File: config.mk
export PLATFORM = sky130hd
export DESIGN_NAME = code_clk_editor
export DESIGN_NICKNAME = d
export VERILOG_FILES = /design/src/rtl/cce_pkg.sv /design/src/rtl/cce_req_latch.sv /design/src/rtl/cce_pulse_edit.sv /design/src/rtl/cce_seq_div.sv /design/src/rtl/code_clk_editor.sv
export SDC_FILE = /design/constraint.sdc
export NUM_CORES = 1
export LEC_CHECK = 0
export ABC_AREA = 1
export BUFFER_PORTS_ARGS = -buffer_cell sky130_fd_sc_hd__buf_2
export CORE_AREA = 2 2 39 41
export CTS_CLUSTER_DIAMETER = 50
export DETAILED_ROUTE_END_ITERATION = 10
export DIE_AREA = 0 0 41 43
export GPL_TIMING_DRIVEN = 0
export SYNTH_ARGS = -nofsm -noshare
export SYNTH_HDL_FRONTEND = slang
export SYNTH_SLANG_ARGS = --single-unit
export TNS_END_PERCENT = 5
File: constraint.sdc
create_clock -name clk -period 1.35 [get_ports clk]
set_input_delay 0.27 -clock clk [delete_from_list [all_inputs] [get_ports clk]]
set_output_delay 0.27 -clock clk [all_outputs]
set_load 0.02 [all_outputs]
File: src/rtl/cce_pkg.sv
package cce_pkg;
  typedef enum logic [1:0] {
    ADJ_NONE = 2'd0,
    ADJ_ADV  = 2'd1,
    ADJ_RET  = 2'd2
  } adj_e;
endpackage

File: src/rtl/cce_req_latch.sv
// Holds one waiting request; moves it to the armed slot at a sequence wrap.
module cce_req_latch
  import cce_pkg::*;
(
  input  logic clk,
  input  logic rst_n,
  input  logic adv_req_i,
  input  logic ret_req_i,
  input  logic wrap_i,
  input  logic take_i,
  output adj_e arm_o
);
  adj_e pend_q;
  adj_e arm_q;
  logic xfer;

  assign xfer = wrap_i && (arm_q == ADJ_NONE);

  always_ff @(posedge clk) begin
    if (!rst_n) begin
      pend_q <= ADJ_NONE;
      arm_q  <= ADJ_NONE;
    end else begin
      if (take_i)    arm_q <= ADJ_NONE;
      else if (xfer) arm_q <= pend_q;

      if (pend_q == ADJ_NONE) begin
        if (adv_req_i && !ret_req_i)      pend_q <= ADJ_ADV;
        else if (ret_req_i && !adv_req_i) pend_q <= ADJ_RET;
      end else if (xfer) begin
        pend_q <= ADJ_NONE;
      end
    end
  end

  assign arm_o = arm_q;
endmodule

File: src/rtl/cce_pulse_edit.sv
// Passes, swallows or follows a reference tick with an extra enable.
module cce_pulse_edit
  import cce_pkg::*;
(
  input  logic clk,
  input  logic rst_n,
  input  logic tick_i,
  input  adj_e arm_i,
  output logic en_o,
  output logic take_o,
  output logic done_o
);
  logic ins_q;

  always_ff @(posedge clk) begin
    if (!rst_n) ins_q <= 1'b0;
    else        ins_q <= tick_i && (arm_i == ADJ_ADV);
  end

  assign take_o = tick_i && (arm_i != ADJ_NONE);
  assign en_o   = (tick_i && (arm_i != ADJ_RET)) || ins_q;
  assign done_o = (tick_i && (arm_i == ADJ_RET)) || ins_q;
endmodule

File: src/rtl/cce_seq_div.sv
// Counts edited enables modulo SEQ_LEN and flags the last chip.
module cce_seq_div #(
  parameter int SEQ_LEN = 15
) (
  input  logic clk,
  input  logic rst_n,
  input  logic en_i,
  output logic wrap_o
);
  localparam int CW = (SEQ_LEN > 2) ? $clog2(SEQ_LEN) : 1;
  localparam logic [CW-1:0] LAST = CW'(SEQ_LEN - 1);

  logic [CW-1:0] cnt_q;

  assign wrap_o = en_i && (cnt_q == LAST);

  always_ff @(posedge clk) begin
    if (!rst_n)      cnt_q <= '0;
    else if (wrap_o) cnt_q <= '0;
    else if (en_i)   cnt_q <= cnt_q + 1'b1;
  end
endmodule

File: src/rtl/code_clk_editor.sv
module code_clk_editor
  import cce_pkg::*;
#(
  parameter int SEQ_LEN = 15
) (
  input  logic clk,
  input  logic rst_n,
  input  logic chip_tick_i,
  input  logic adv_req_i,
  input  logic ret_req_i,
  output logic code_en_o,
  output logic seq_strobe_o,
  output logic adj_done_o
);
  adj_e arm;
  logic en_nxt, take, done_nxt, wrap_nxt;

  cce_req_latch req_i (
    .clk(clk), .rst_n(rst_n), .adv_req_i(adv_req_i), .ret_req_i(ret_req_i),
    .wrap_i(wrap_nxt), .take_i(take), .arm_o(arm)
  );

  cce_pulse_edit edit_i (
    .clk(clk), .rst_n(rst_n), .tick_i(chip_tick_i), .arm_i(arm),
    .en_o(en_nxt), .take_o(take), .done_o(done_nxt)
  );

  cce_seq_div #(.SEQ_LEN(SEQ_LEN)) div_i (
    .clk(clk), .rst_n(rst_n), .en_i(en_nxt), .wrap_o(wrap_nxt)
  );

  always_ff @(posedge clk) begin
    if (!rst_n) begin
      code_en_o    <= 1'b0;
      seq_strobe_o <= 1'b0;
      adj_done_o   <= 1'b0;
    end else begin
      code_en_o    <= en_nxt;
      seq_strobe_o <= wrap_nxt;
      adj_done_o   <= done_nxt;
    end
  end
endmodule

==> results.md, run 1 <==
- CTS H-tree depth: 1
- Crit path DAT: 1.32 ns
- Final routed DRC violation total: 0
- Total vias in the final route: 445
- Fraction of layout instances using a drive strength above 1: 27.85%
- CP delay by family, top: simple AND/OR/NAND/NOR gates
- Slew Limit Fails: 0
- Critical path launch point: div_i.cnt_q[0]$_SDFFE_PP0P_
- Critical Setup Path Class: flip-flop to flip-flop
- Post-synthesis compound-gate area fraction: 13.09%
- Launch point of the worst reg-to-reg path: div_i.cnt_q[0]$_SDFFE_PP0P_
- Hold slack: 0.2696 ns
- Yosys cell types: 18
- Number of synthesized register bits: 12
- Series of cell instances along the critical path: inv_1 > ha_1 > nand2_1 > nor2_2 > nand4_1 > nand2_1 > inv_1
- Final core utilization: 46.65%
- Global routing usage summed across all routing layers: 13.82%
- Grt ovf: 0
- Last weighted congestion value of the routability-driven placer: 0.7697
- Netlist Area Pre-Place: 554.3 µm²
- CP required: 1.53 ns
- DIE WIDTH: 41 µm
- Area of the die: 1763 µm²
- XOR/XNOR share of the synthesized area: 3.160%
- Max layer used: met4
- Final setup violation count: 0
- Wire length of the first global-routing pass: 1587 µm
- Clock network latency to the later pin of the worst-skew pair: 0.28 ns
- Portion of synthesized cell area occupied by the leading cell type: 43.34%
- Detailed placer's ending HPWL: 685.7 µm
- Number of global-route vias before repair: 429
- Average cell area after synthesis: 8.151 µm²
- Clock buffers created by TritonCTS: 3
- Final nets: 88
- CP Buf/Inv Count: 2
- Sum of negative setup slack: 0 ns
- Critical Path End Type: flip-flop
- Setup Slack @ Placement: 0.2186 ns
- Period utilization: 84.53%
- Number of warnings issued by yosys: 0
- Clock Root Buffer: sky130_fd_sc_hd__clkbuf_4
- Leading cell types in the layout, fill and taps excluded: sky130_fd_sc_hd__inv_1 (12), sky130_fd_sc_hd__dfxtp_1 (12), sky130_fd_sc_hd__nand2_1 (11)
- Wirelength per Cell: 9.200 µm
- Met2 routed wirelength: 379 µm
- Maximum buffer depth of the clock tree: 2
- Synthesized-area fraction occupied by adder cells: 6.772%
- PnR worst setup slack: 0.2088 ns
- Maximum Capacitance Violations: 0
- RSZ-0062 raised after global routing: no
- Worst clock skew on the final layout: 0.008564 ns
- Via density per instance: 4.684
- # Post-CTS Setup Buffers: 0
- First-iteration detailed-routing DRC count: 9
- Number of antenna violations at the first check in global routing: 0
- Simple-Gate Fraction of Synth Area: 24.83%
- Fillcell total: 149
- Total length of routed met3 wires: 34 µm
- Core Box Area: 1384 µm²
- Number of gates resized after CTS: 0
- Starting Density: 40.05%
- Clk sink count: 12
- Die boundary height: 43 µm
- Multiplexer area fraction after synthesis: 0%
- Standby leakage power: 0.2910 nW
- Critical-path top delay cell: sky130_fd_sc_hd__dfxtp_1
- Total of hold buffers inserted after clock tree synthesis: 0
- Number of nets with antenna violations after detailed routing: 0
- Post-synthesis to final-layout area growth: 16.48%
- Detailed-router iteration count before antenna repair: 3
- TritonCTS clock tree: done
- Synth Instances: 68
- Peak supply drop: 0.3857 mV
- Main area contributors after synthesis: sky130_fd_sc_hd__dfxtp_1 (43%), sky130_fd_sc_hd__inv_1 (8.1%), sky130_fd_sc_hd__nand2_1 (7.4%)
- Slew @ Worst Pin: 0.2056 ns
- Worst hold path startpoint: chip_tick_i
- Port Buffer Count: 7
- Boundary Pins: 8
- Largest stage delay on the critical path: 0.34 ns
- Max-Slew Margin vs Limit: 86.15%
- Total routed wire length on the met1 layer: 426 µm
- Outcome: finished, final reports clean
- Final Hold Viols: 0
- Flop-to-flop setup slack: 0.21 ns
- Main combinational cell family by area after synthesis: simple AND/OR/NAND/NOR gates
- Post-layout min period: 1.141 ns
- Worst Path Max Fanout: 4
- Cell Rows: 14
- Wire length reported by the detailed router: 874 µm
- Timing-limited maximum frequency: 876.3 MHz
- Diode insertion count for antenna repair: 0
- Element type at the critical path start: flip-flop
- Pin count of the biggest net entering global routing: 9
- Register area share after synthesis: 43.34%
- Top cell type by total area after synthesis: sky130_fd_sc_hd__dfxtp_1
- Clock Pin Slew Worst Setup and Hold Paths: 0.08 ns
- Min-Delay Path Class: primary input to flip-flop
- Syn nets: 76
- Power density over cell area: 1129 nW/µm²
[area by class of cell]
class / instances / area, µm² / share of cell area, %
Tap cell: 16 / 20.02 / 3.101
Multi-Input combinational cell: 43 / 265.3 / 41.09
Clock buffer: 4 / 36.28 / 5.620
Sequential cell: 12 / 240.2 / 37.21
Timing Repair Buffer: 7 / 35.03 / 5.426
Inverter: 13 / 48.80 / 7.558
[cells by family (layout without fill, tap and decap cells)]
family	count (synthesis)	in the layout
XOR/XNOR	2	2
AO/OA/AOI/OAI	11	11
buffers and inverters	13	24
flip-flops	12	12
AND/OR/NAND/NOR	27	27
adder cells (fa/ha/maj)	3	3
[Yosys cell counts]
cell type                 count
sky130_fd_sc_hd__nand2_2      3
sky130_fd_sc_hd__nand2_4      2
sky130_fd_sc_hd__nor2_2       1
sky130_fd_sc_hd__dfxtp_1     12
sky130_fd_sc_hd__nor2_1       4
sky130_fd_sc_hd__nand2_1     11
sky130_fd_sc_hd__a21oi_2      4
sky130_fd_sc_hd__ha_1         3
sky130_fd_sc_hd__xor2_1       1
sky130_fd_sc_hd__nand3_1      3
sky130_fd_sc_hd__nand4_1      2
sky130_fd_sc_hd__inv_2        1
sky130_fd_sc_hd__o21a_1       1
sky130_fd_sc_hd__xnor2_1      1
sky130_fd_sc_hd__a21oi_1      4
sky130_fd_sc_hd__o21ai_0      2
sky130_fd_sc_hd__inv_1       12
sky130_fd_sc_hd__nor4_1       1
[routing by layer]
layer	track usage, %	vias up
li1	-	237
met1	16.34	196
met2	18.75	8
met3	4.712	4
met4	12.00	0
met5	0	-
[power breakdown]
group          switching (mW)  leakage [nW]  internal, mW
registers             0.00831        0.0977         0.365
clock network           0.126        0.0210         0.164
logic                  0.0393         0.172        0.0253
total                   0.174         0.291         0.555
[worst register-to-register path, stage by stage, from the launching register on]
cell                      delay (ns)
sky130_fd_sc_hd__dfxtp_1        0.34
sky130_fd_sc_hd__inv_1          0.09
sky130_fd_sc_hd__ha_1           0.14
sky130_fd_sc_hd__nand2_1        0.06
sky130_fd_sc_hd__nor2_2         0.14
sky130_fd_sc_hd__nand4_1        0.15
sky130_fd_sc_hd__nand2_1        0.08
sky130_fd_sc_hd__inv_1          0.03
[sequential cells by signal (all words and copies together) (netlist names)]
| name | cells |
|---|---|
| code_en_o | 1 |
| req_i.arm_o | 2 |
| req_i.pend_q | 2 |
| adj_done_o | 1 |
| div_i.cnt_q | 4 |
| edit_i.ins_q | 1 |
| seq_strobe_o | 1 |
[final timing paths]
path                                  end  depth (start not counted)
max          req_i.pend_q[0]$_SDFFE_PN0P_                          7
min reg2reg   req_i.arm_o[1]$_SDFFE_PP0P_                          2
min               edit_i.ins_q$_SDFF_PN0_                          3
max reg2reg  req_i.pend_q[0]$_SDFFE_PN0P_                          7
[metrics by stage]
step                power (mW)  instances  instance area, µm²
floorplan               0.4274         68               554.3
global placement        0.4452         91               609.3
detailed placement      0.4470         91               609.3
CTS                     0.7323         95               645.6
global route            0.7587         95               645.6
finish                  0.7286         95               645.6
Note: power is estimated with default switching activity, not from simulation.
==> run 2, diff against run 1 <==
--- a/config.mk
+++ b/config.mk
@@ -5,7 +5,7 @@
 export SDC_FILE = /design/constraint.sdc
 export NUM_CORES = 1
 export LEC_CHECK = 0
-export ABC_AREA = 1
+export ABC_AREA = 0
 export BUFFER_PORTS_ARGS = -buffer_cell sky130_fd_sc_hd__buf_2
 export CORE_AREA = 2 2 39 41
 export CTS_CLUSTER_DIAMETER = 50
==> constraint.sdc (replaced) <==
create_clock -name clk -period 1.2 [get_ports clk]
set_input_delay 0.24 -clock clk [delete_from_list [all_inputs] [get_ports clk]]
set_output_delay 0.24 -clock clk [all_outputs]
set_load 0.02 [all_outputs]
==> results.md, run 2 <==
- Clock Pin Slew Worst Setup and Hold Paths: 0.08 ns (about the same)
- Slew Limit Fails: 0 (unchanged)
- Core Box Area: 1384 µm² (unchanged)
- First-iteration detailed-routing DRC count: 4 (-5)
- Final Hold Viols: 0 (unchanged)
- Wire length reported by the detailed router: 910 µm (+4.1%)
- Cell Rows: 14 (unchanged)
- Min-Delay Path Class: primary input to flip-flop
- Element type at the critical path start: flip-flop
- Main area contributors after synthesis: sky130_fd_sc_hd__dfxtp_1 (45%), sky130_fd_sc_hd__ha_1 (7.0%), sky130_fd_sc_hd__nor2b_1 (4.7%)
- Peak supply drop: 0.7188 mV (+86%)
- Boundary Pins: 8 (unchanged)
- Flop-to-flop setup slack: -0.04 ns (-0.25 ns)
- Area of the die: 1763 µm² (unchanged)
- Portion of synthesized cell area occupied by the leading cell type: 44.65% (+1.3 points)
- Total routed wire length on the met1 layer: 437 µm (+2.6%)
- Post-synthesis to final-layout area growth: 21.86%
- Clock network latency to the later pin of the worst-skew pair: 0.27 ns (about the same)
- Die boundary height: 43 µm (unchanged)
- Clock buffers created by TritonCTS: 3 (unchanged)
- Share of total power in the clock network: 39.6% (-0.3 points)
- Maximum buffer depth of the clock tree: 2 (unchanged)
- Critical Path End Type: flip-flop
- Number of antenna violations at the first check in global routing: 0 (unchanged)
- Number of warnings issued by yosys: 0 (unchanged)
- Grt ovf: 0 (unchanged)
- Post-placement cell count: 81 (-11%)
- Worst Path Max Fanout: 7 (+3)
- Period utilization: 103.5% (+19 points)
- Slew @ Worst Pin: 0.3254 ns (+0.1197 ns)
- Wire length of the first global-routing pass: 1518 µm (-4.3%)
- Fraction of power consumed by combinational cells: 8.2% (-0.7 points)
- Tot Pwr: 0.8065 mW (+11%)
- Switching power summed over all nets: 0.1777 mW (+2.2%)
- Synth Instances: 58 (-15%)
- Internal power consumption: 0.6287 mW (+13%)
- Clk sink count: 12 (unchanged)
- Power density over cell area: 1230 nW/µm² (+9.0%)
- Switching portion of total power: 22.04% (-1.8 points)
- Count of flip-flops with a built-in enable after synthesis: 0 (unchanged)
- Timing-limited maximum frequency: 805.0 MHz (-8.1%)
- Launch point of the worst reg-to-reg path: div_i.cnt_q[1]$_SDFFE_PP0P_
- Final setup violation count: 3 (+3)
- PnR worst setup slack: -0.04226 ns (-0.2511 ns)
- CP required: 1.42 ns (-0.11 ns)
- Detailed placer's ending HPWL: 660.1 µm (-3.7%)
- Via density per instance: 5.140 (+9.7%)
- Most repeated cell in the gate-level netlist after synthesis: sky130_fd_sc_hd__dfxtp_1
- Last weighted congestion value of the routability-driven placer: 0.6917 (-10%)
- Number of nets with antenna violations after detailed routing: 0 (unchanged)
- DIE WIDTH: 41 µm (unchanged)
- Outcome: finished, violations left
- Largest register FFs: 4 (unchanged)
- RSZ-0062 raised after global routing: yes
- Netlist Area Pre-Place: 538.0 µm² (-2.9%)
- Cell types with the highest counts after synthesis: sky130_fd_sc_hd__dfxtp_1 (12), sky130_fd_sc_hd__o21ai_0 (5), sky130_fd_sc_hd__nand2_1 (4), sky130_fd_sc_hd__nor2b_1 (4)
- Max-Slew Margin vs Limit: 78.31% (-7.8 points)
- Crit path DAT: 1.46 ns (+0.14 ns)
- CTS H-tree depth: 1 (unchanged)
- Worst-case hold path end point: edit_i.ins_q$_SDFF_PN0_
- Met2 routed wirelength: 433 µm (+14%)
- Critical Setup Path Class: flip-flop to flip-flop
- Wirelength per Cell: 10.58 µm (+15%)
- Register area share after synthesis: 44.65% (+1.3 points)
- Top cell type by total area after synthesis: sky130_fd_sc_hd__dfxtp_1
- Max layer used: met4
- Maximum Capacitance Violations: 0 (unchanged)
- Pin count of the biggest net entering global routing: 11 (+2)
- Number of standard cells in the layout, taps in and fillers out: 86 (-9.5%)
- Clock Root Buffer: sky130_fd_sc_hd__clkbuf_4
- Total of hold buffers inserted after clock tree synthesis: 0 (unchanged)
- Starting Density: 38.88% (-1.2 points)
- Diode insertion count for antenna repair: 0 (unchanged)
- Leading cell types in the layout, fill and taps excluded: sky130_fd_sc_hd__dfxtp_1 (9), sky130_fd_sc_hd__buf_2 (7), sky130_fd_sc_hd__o21ai_0 (5)
- TritonCTS clock tree: done
- Detailed-router iteration count before antenna repair: 4 (+1)
- Final nets: 79 (-10%)
- Fraction of registers with async set/reset: 0% (unchanged)
- Yosys cell types: 26 (+8)
- Global routing usage summed across all routing layers: 12.59% (-1.2 points)
- Syn nets: 66 (-13%)
- Port Buffer Count: 7 (unchanged)
- Worst hold path startpoint: chip_tick_i
- Total length of routed met3 wires: 31 µm (-8.8%)
- Most common cell after layout, fill and taps aside: sky130_fd_sc_hd__dfxtp_1
- Reg-to-reg critical path endpoint: req_i.arm_o[1]$_SDFFE_PP0P_
- Post-synth top flop: sky130_fd_sc_hd__dfxtp_1
- Number of synthesized register bits: 12 (unchanged)
- Average cell area after synthesis: 9.276 µm² (+14%)
- Post-layout min period: 1.242 ns (+0.1011 ns)
- WHS Path Cells: 3 (unchanged)
- Worst clock skew on the final layout: 0.001946 ns (-0.006618 ns)
- Worst reg2reg path depth: 4 (-3)
- Setup Slack @ Placement: -0.06297 ns (-0.2816 ns)
- Number of global-route vias before repair: 375 (-13%)
- Sequential fraction of design power: 52.1% (+0.8 points)
- Violations in the final reports: negative setup slack
- Standby leakage power: 0.2584 nW (-11%)
- Register with the highest flop count: div_i.cnt_q
- Final routed DRC violation total: 0 (unchanged)
- Fraction of layout instances using a drive strength above 1: 30.00% (+2.2 points)
- Total vias in the final route: 442 (-0.67%)
[run 2: power groups by stage]
stage | clock network, mW | logic [mW] | registers (mW)
2_1_floorplan | 0 | 0.0410 | 0.432
3_3_place_gp | 0 | 0.0606 | 0.431
3_5_place_dp | 0 | 0.0613 | 0.432
4_1_cts | 0.337 | 0.0676 | 0.421
5_1_grt | 0.347 | 0.0785 | 0.422
6_report | 0.320 | 0.0665 | 0.420
[run 2: critical path: stages (launching register included)]
cell	delay, ns
sky130_fd_sc_hd__dfxtp_1	0.38
sky130_fd_sc_hd__ha_1	0.16
sky130_fd_sc_hd__and3_4	0.22
sky130_fd_sc_hd__nor4bb_1	0.28
sky130_fd_sc_hd__o21ba_2	0.15
[run 2: worst max-delay path by stage]
| stage | start | endpoint | slack (ns) | cells past startpoint |
|---|---|---|---|---|
| after floorplan | div_i.cnt_q[0]$_SDFFE_PP0P_ | div_i.cnt_q[0]$_SDFFE_PP0P_ | -0.006 | 5 |
| after global placement | div_i.cnt_q[0]$_SDFFE_PP0P_ | div_i.cnt_q[1]$_SDFFE_PP0P_ | -0.06 | 5 |
| after detailed placement | div_i.cnt_q[0]$_SDFFE_PP0P_ | div_i.cnt_q[1]$_SDFFE_PP0P_ | -0.06 | 5 |
| after CTS | div_i.cnt_q[1]$_SDFFE_PP0P_ | req_i.arm_o[1]$_SDFFE_PP0P_ | -0.05 | 4 |
| after global routing | div_i.cnt_q[0]$_SDFFE_PP0P_ | div_i.cnt_q[1]$_SDFFE_PP0P_ | -0.11 | 5 |
| final | div_i.cnt_q[1]$_SDFFE_PP0P_ | req_i.arm_o[1]$_SDFFE_PP0P_ | -0.04 | 4 |
[run 2: cell families after synthesis]
group | Yosys count | share of synthesized area, %
AOI/OAI and AO/OA | 15 | 18.14
adders and majority gates | 3 | 6.977
buffers and inverters | 5 | 4.883
DFF | 12 | 44.65
and+or+nand+nor | 23 | 25.35
[run 2: final cells by class]
| cell class | instances | area, µm² |
|---|---|---|
| buffer | 2 | 15.01 |
| clock buffer | 4 | 36.28 |
| fill | 152 | 728.2 |
| inverter | 3 | 11.26 |
| multi-input combinational | 41 | 286.5 |
| sequential | 12 | 244.0 |
| tap | 16 | 20.02 |
| timing repair buffer | 8 | 42.54 |
[run 2: timing repair]
action                                  in CTS  in global routing
pin swaps                                    0                  2
resized for setup                            2                  2
buffers inserted                             1                  0
endpoints found under the setup margin       7                  8
[run 2: stage by stage]
step	TNS, ns	instance area, µm²	util [%]	hold WS (ns)
finish	-0.1071	655.6	47.38	0.2173
global placement	-0.1960	599.3	43.31	0.4682
floorplan	-0.006575	544.3	-	0.3583
global route	-0.4627	655.6	47.38	0.2251
detailed placement	-0.2240	599.3	43.31	0.4732
CTS	-0.1701	646.9	46.75	0.2056
[run 2: metal layers]
metal	global-route usage, %	vias to the layer above
met1	17.21	200
met5	0	-
met2	16.88	10
met3	4.712	2
met4	6.000	0
li1	-	230
==> run 3, diff against run 2 <==
--- a/config.mk
+++ b/config.mk
@@ -12,6 +12,7 @@
 export DETAILED_ROUTE_END_ITERATION = 10
 export DIE_AREA = 0 0 41 43
 export GPL_TIMING_DRIVEN = 0
+export REMOVE_ABC_BUFFERS = 1
 export SYNTH_ARGS = -nofsm -noshare
 export SYNTH_HDL_FRONTEND = slang
 export SYNTH_SLANG_ARGS = --single-unit
==> constraint.sdc (replaced) <==
create_clock -name clk -period 1.5 [get_ports clk]
set_input_delay 0.3 -clock clk [delete_from_list [all_inputs] [get_ports clk]]
set_output_delay 0.3 -clock clk [all_outputs]
set_load 0.02 [all_outputs]
==> results.md, run 3 (synthesis results as in run 2) <==
- RSZ-0062 raised after global routing: no
- Maximum Capacitance Violations: 0 (unchanged)
- Total of hold buffers inserted after clock tree synthesis: 0 (unchanged)
- Element type at the critical path start: flip-flop
- Cell Rows: 14 (unchanged)
- Crit path DAT: 1.57 ns (+0.11 ns)
- Diode insertion count for antenna repair: 0 (unchanged)
- Die boundary height: 43 µm (unchanged)
- CTS H-tree depth: 1 (unchanged)
- Fraction of layout instances using a drive strength above 1: 22.39% (-7.6 points)
- Detailed placer's ending HPWL: 624.6 µm (-5.4%)
- Final setup violation count: 0 (-3)
- Total vias in the final route: 414 (-6.3%)
- Grt ovf: 0 (unchanged)
- Internal power consumption: 0.4976 mW (-21%)
- Peak supply drop: 0.4166 mV (-42%)
- Port Buffer Count: 7 (unchanged)
- Clock buffers created by TritonCTS: 3 (unchanged)
- Final core utilization: 44.57% (-2.8 points)
- Period utilization: 90.57% (-13 points)
- Largest register FFs: 4 (unchanged)
- Area of the die: 1763 µm² (unchanged)
- Sum of negative setup slack: 0 ns (+0.1071 ns)
- CP delay by family, top: simple AND/OR/NAND/NOR gates
- Starting Density: 38.88% (unchanged)
- Series of cell instances along the critical path: inv_1 > ha_1 > and3_2 > or3_1 > a21boi_1
- Worst Path Max Fanout: 7 (unchanged)
- Final routed DRC violation total: 0 (unchanged)
- Storage cell area: 241.5 µm² (-1.0%)
- Worst clock skew on the final layout: 0.002371 ns (+0.0004254 ns)
- Switching power summed over all nets: 0.1384 mW (-22%)
- Final Hold Viols: 0 (unchanged)
- Max-Slew Margin vs Limit: 70.88% (-7.4 points)
- Number of global-route vias before repair: 399 (+6.4%)
- Post-layout min period: 1.359 ns (+0.1163 ns)
- Largest stage delay on the critical path: 0.37 ns (about the same)
- Timing-limited maximum frequency: 736.1 MHz (-8.6%)
- Wire length of the first global-routing pass: 1469 µm (-3.2%)
- Number of nets with antenna violations after detailed routing: 0 (unchanged)
- Switching portion of total power: 21.76% (-0.28 points)
- First-iteration detailed-routing DRC count: 4 (unchanged)
- CP Buf/Inv Count: 1 (+1)
- Pin count of the biggest net entering global routing: 13 (+2)
- DIE WIDTH: 41 µm (unchanged)
- Global routing usage summed across all routing layers: 12.59% (unchanged)
- Clock Pin Slew Worst Setup and Hold Paths: 0.08 ns (about the same)
- Detailed-router iteration count before antenna repair: 3 (-1)
- Sequential fraction of design power: 53.1% (+1.0 points)
- Core Box Area: 1384 µm² (unchanged)
- Outcome: finished, final reports clean
- Min-Delay Path Class: primary input to flip-flop
- Most common cell after layout, fill and taps aside: sky130_fd_sc_hd__dfxtp_1
- Wirelength per Cell: 10.34 µm (-2.3%)
- Leading cell types in the layout, fill and taps excluded: sky130_fd_sc_hd__dfxtp_1 (11), sky130_fd_sc_hd__buf_2 (7), sky130_fd_sc_hd__o21ai_0 (5)
- Register with the highest flop count: div_i.cnt_q
- Tot Pwr: 0.6360 mW (-21%)
- Critical Path End Type: flip-flop
- Footprint of the multi-input gates: 272.8 µm² (-4.8%)
- Slew Limit Fails: 0 (unchanged)
- Maximum buffer depth of the clock tree: 2 (unchanged)
- Clock Root Buffer: sky130_fd_sc_hd__clkbuf_4
- Clock network latency to the later pin of the worst-skew pair: 0.27 ns (about the same)
- Post-synthesis to final-layout area growth: 14.65%
- Clk sink count: 12 (unchanged)
- Critical-path top delay cell: sky130_fd_sc_hd__dfxtp_2
- # Post-CTS Setup Buffers: 0 (-1)
- Wire length reported by the detailed router: 858 µm (-5.7%)
- Fraction of power consumed by combinational cells: 6.8% (-1.4 points)
- TritonCTS clock tree: done
- Number of antenna violations at the first check in global routing: 0 (unchanged)
- Standby leakage power: 0.2456 nW (-4.9%)
- Via density per instance: 4.988 (-2.9%)
- Last weighted congestion value of the routability-driven placer: 0.6628 (-4.2%)
- Power density over cell area: 1031 nW/µm² (-16%)
- Fillcell total: 150 (-1.3%)
- Share of total power in the clock network: 40.0% (+0.4 points)
- Critical Setup Path Class: flip-flop to flip-flop
- Number of gates resized after CTS: 0 (-2)
- Boundary Pins: 8 (unchanged)
- CP required: 1.71 ns (+0.29 ns)
- Final nets: 76 (-3.8%)
- Slew @ Worst Pin: 0.4368 ns (+0.1114 ns)
-- run 3: worst register-to-register path: cells and delay by family, from the launching register on --
| family | cells | cell delay, ns |
|---|---|---|
| and+or+nand+nor | 2 | 0.56 |
| AOI/OAI and AO/OA | 1 | 0.14 |
| buffers and inverters | 1 | 0.05 |
| DFF | 1 | 0.37 |
| adders and majority gates | 1 | 0.18 |
-- run 3: cell type report --
class	instances	area share, %
clock buffers	4	5.882
inverters	3	1.826
multi-input cells	41	44.22
flip-flops and latches	12	39.15
well taps	16	3.245
repair buffers	7	5.680
-- run 3: metal layers --
| metal | part of all wire, % | GRT usage [%] | vias to the layer above |
|---|---|---|---|
| met5 | 0 | 0 | - |
| met4 | 2.2 | 10.00 | 0 |
| met3 | 3.5 | 3.141 | 4 |
| met2 | 46 | 18.75 | 9 |
| met1 | 48 | 14.29 | 181 |
| li1 | - | - | 220 |
-- run 3: metrics by stage --
step | hold WS, ns | cell area [µm²] | worst slack, ns | instances
after floorplan | 0.4183 | 523.0 | 0.1987 | 56
after global placement | 0.4589 | 578.1 | 0.1105 | 79
after global routing | 0.2981 | 616.8 | 0.02616 | 83
after CTS | 0.2738 | 614.3 | 0.05017 | 83
after detailed placement | 0.4790 | 578.1 | 0.07930 | 79
final | 0.2800 | 616.8 | 0.1415 | 83
-- run 3: worst paths after layout --
| check | startpoint | endpoint | slack, ns | depth (start not counted) |
|---|---|---|---|---|
| max reg2reg | div_i.cnt_q[0]$_SDFFE_PP0P_ | div_i.cnt_q[1]$_SDFFE_PP0P_ | 0.14 | 5 |
| min | chip_tick_i | edit_i.ins_q$_SDFF_PN0_ | 0.28 | 3 |
| min reg2reg | div_i.cnt_q[3]$_SDFFE_PP0P_ | div_i.cnt_q[3]$_SDFFE_PP0P_ | 0.49 | 2 |
| max | div_i.cnt_q[0]$_SDFFE_PP0P_ | div_i.cnt_q[1]$_SDFFE_PP0P_ | 0.14 | 5 |
-- run 3: power by group through the flow --
stage	Clock (mW)	Sequential (mW)	Combinational (mW)
finish	0.255	0.338	0.0435
global route	0.278	0.340	0.0513
CTS	0.262	0.338	0.0445
floorplan	0	0.345	0.0267
detailed placement	0	0.345	0.0441
global placement	0	0.344	0.0423
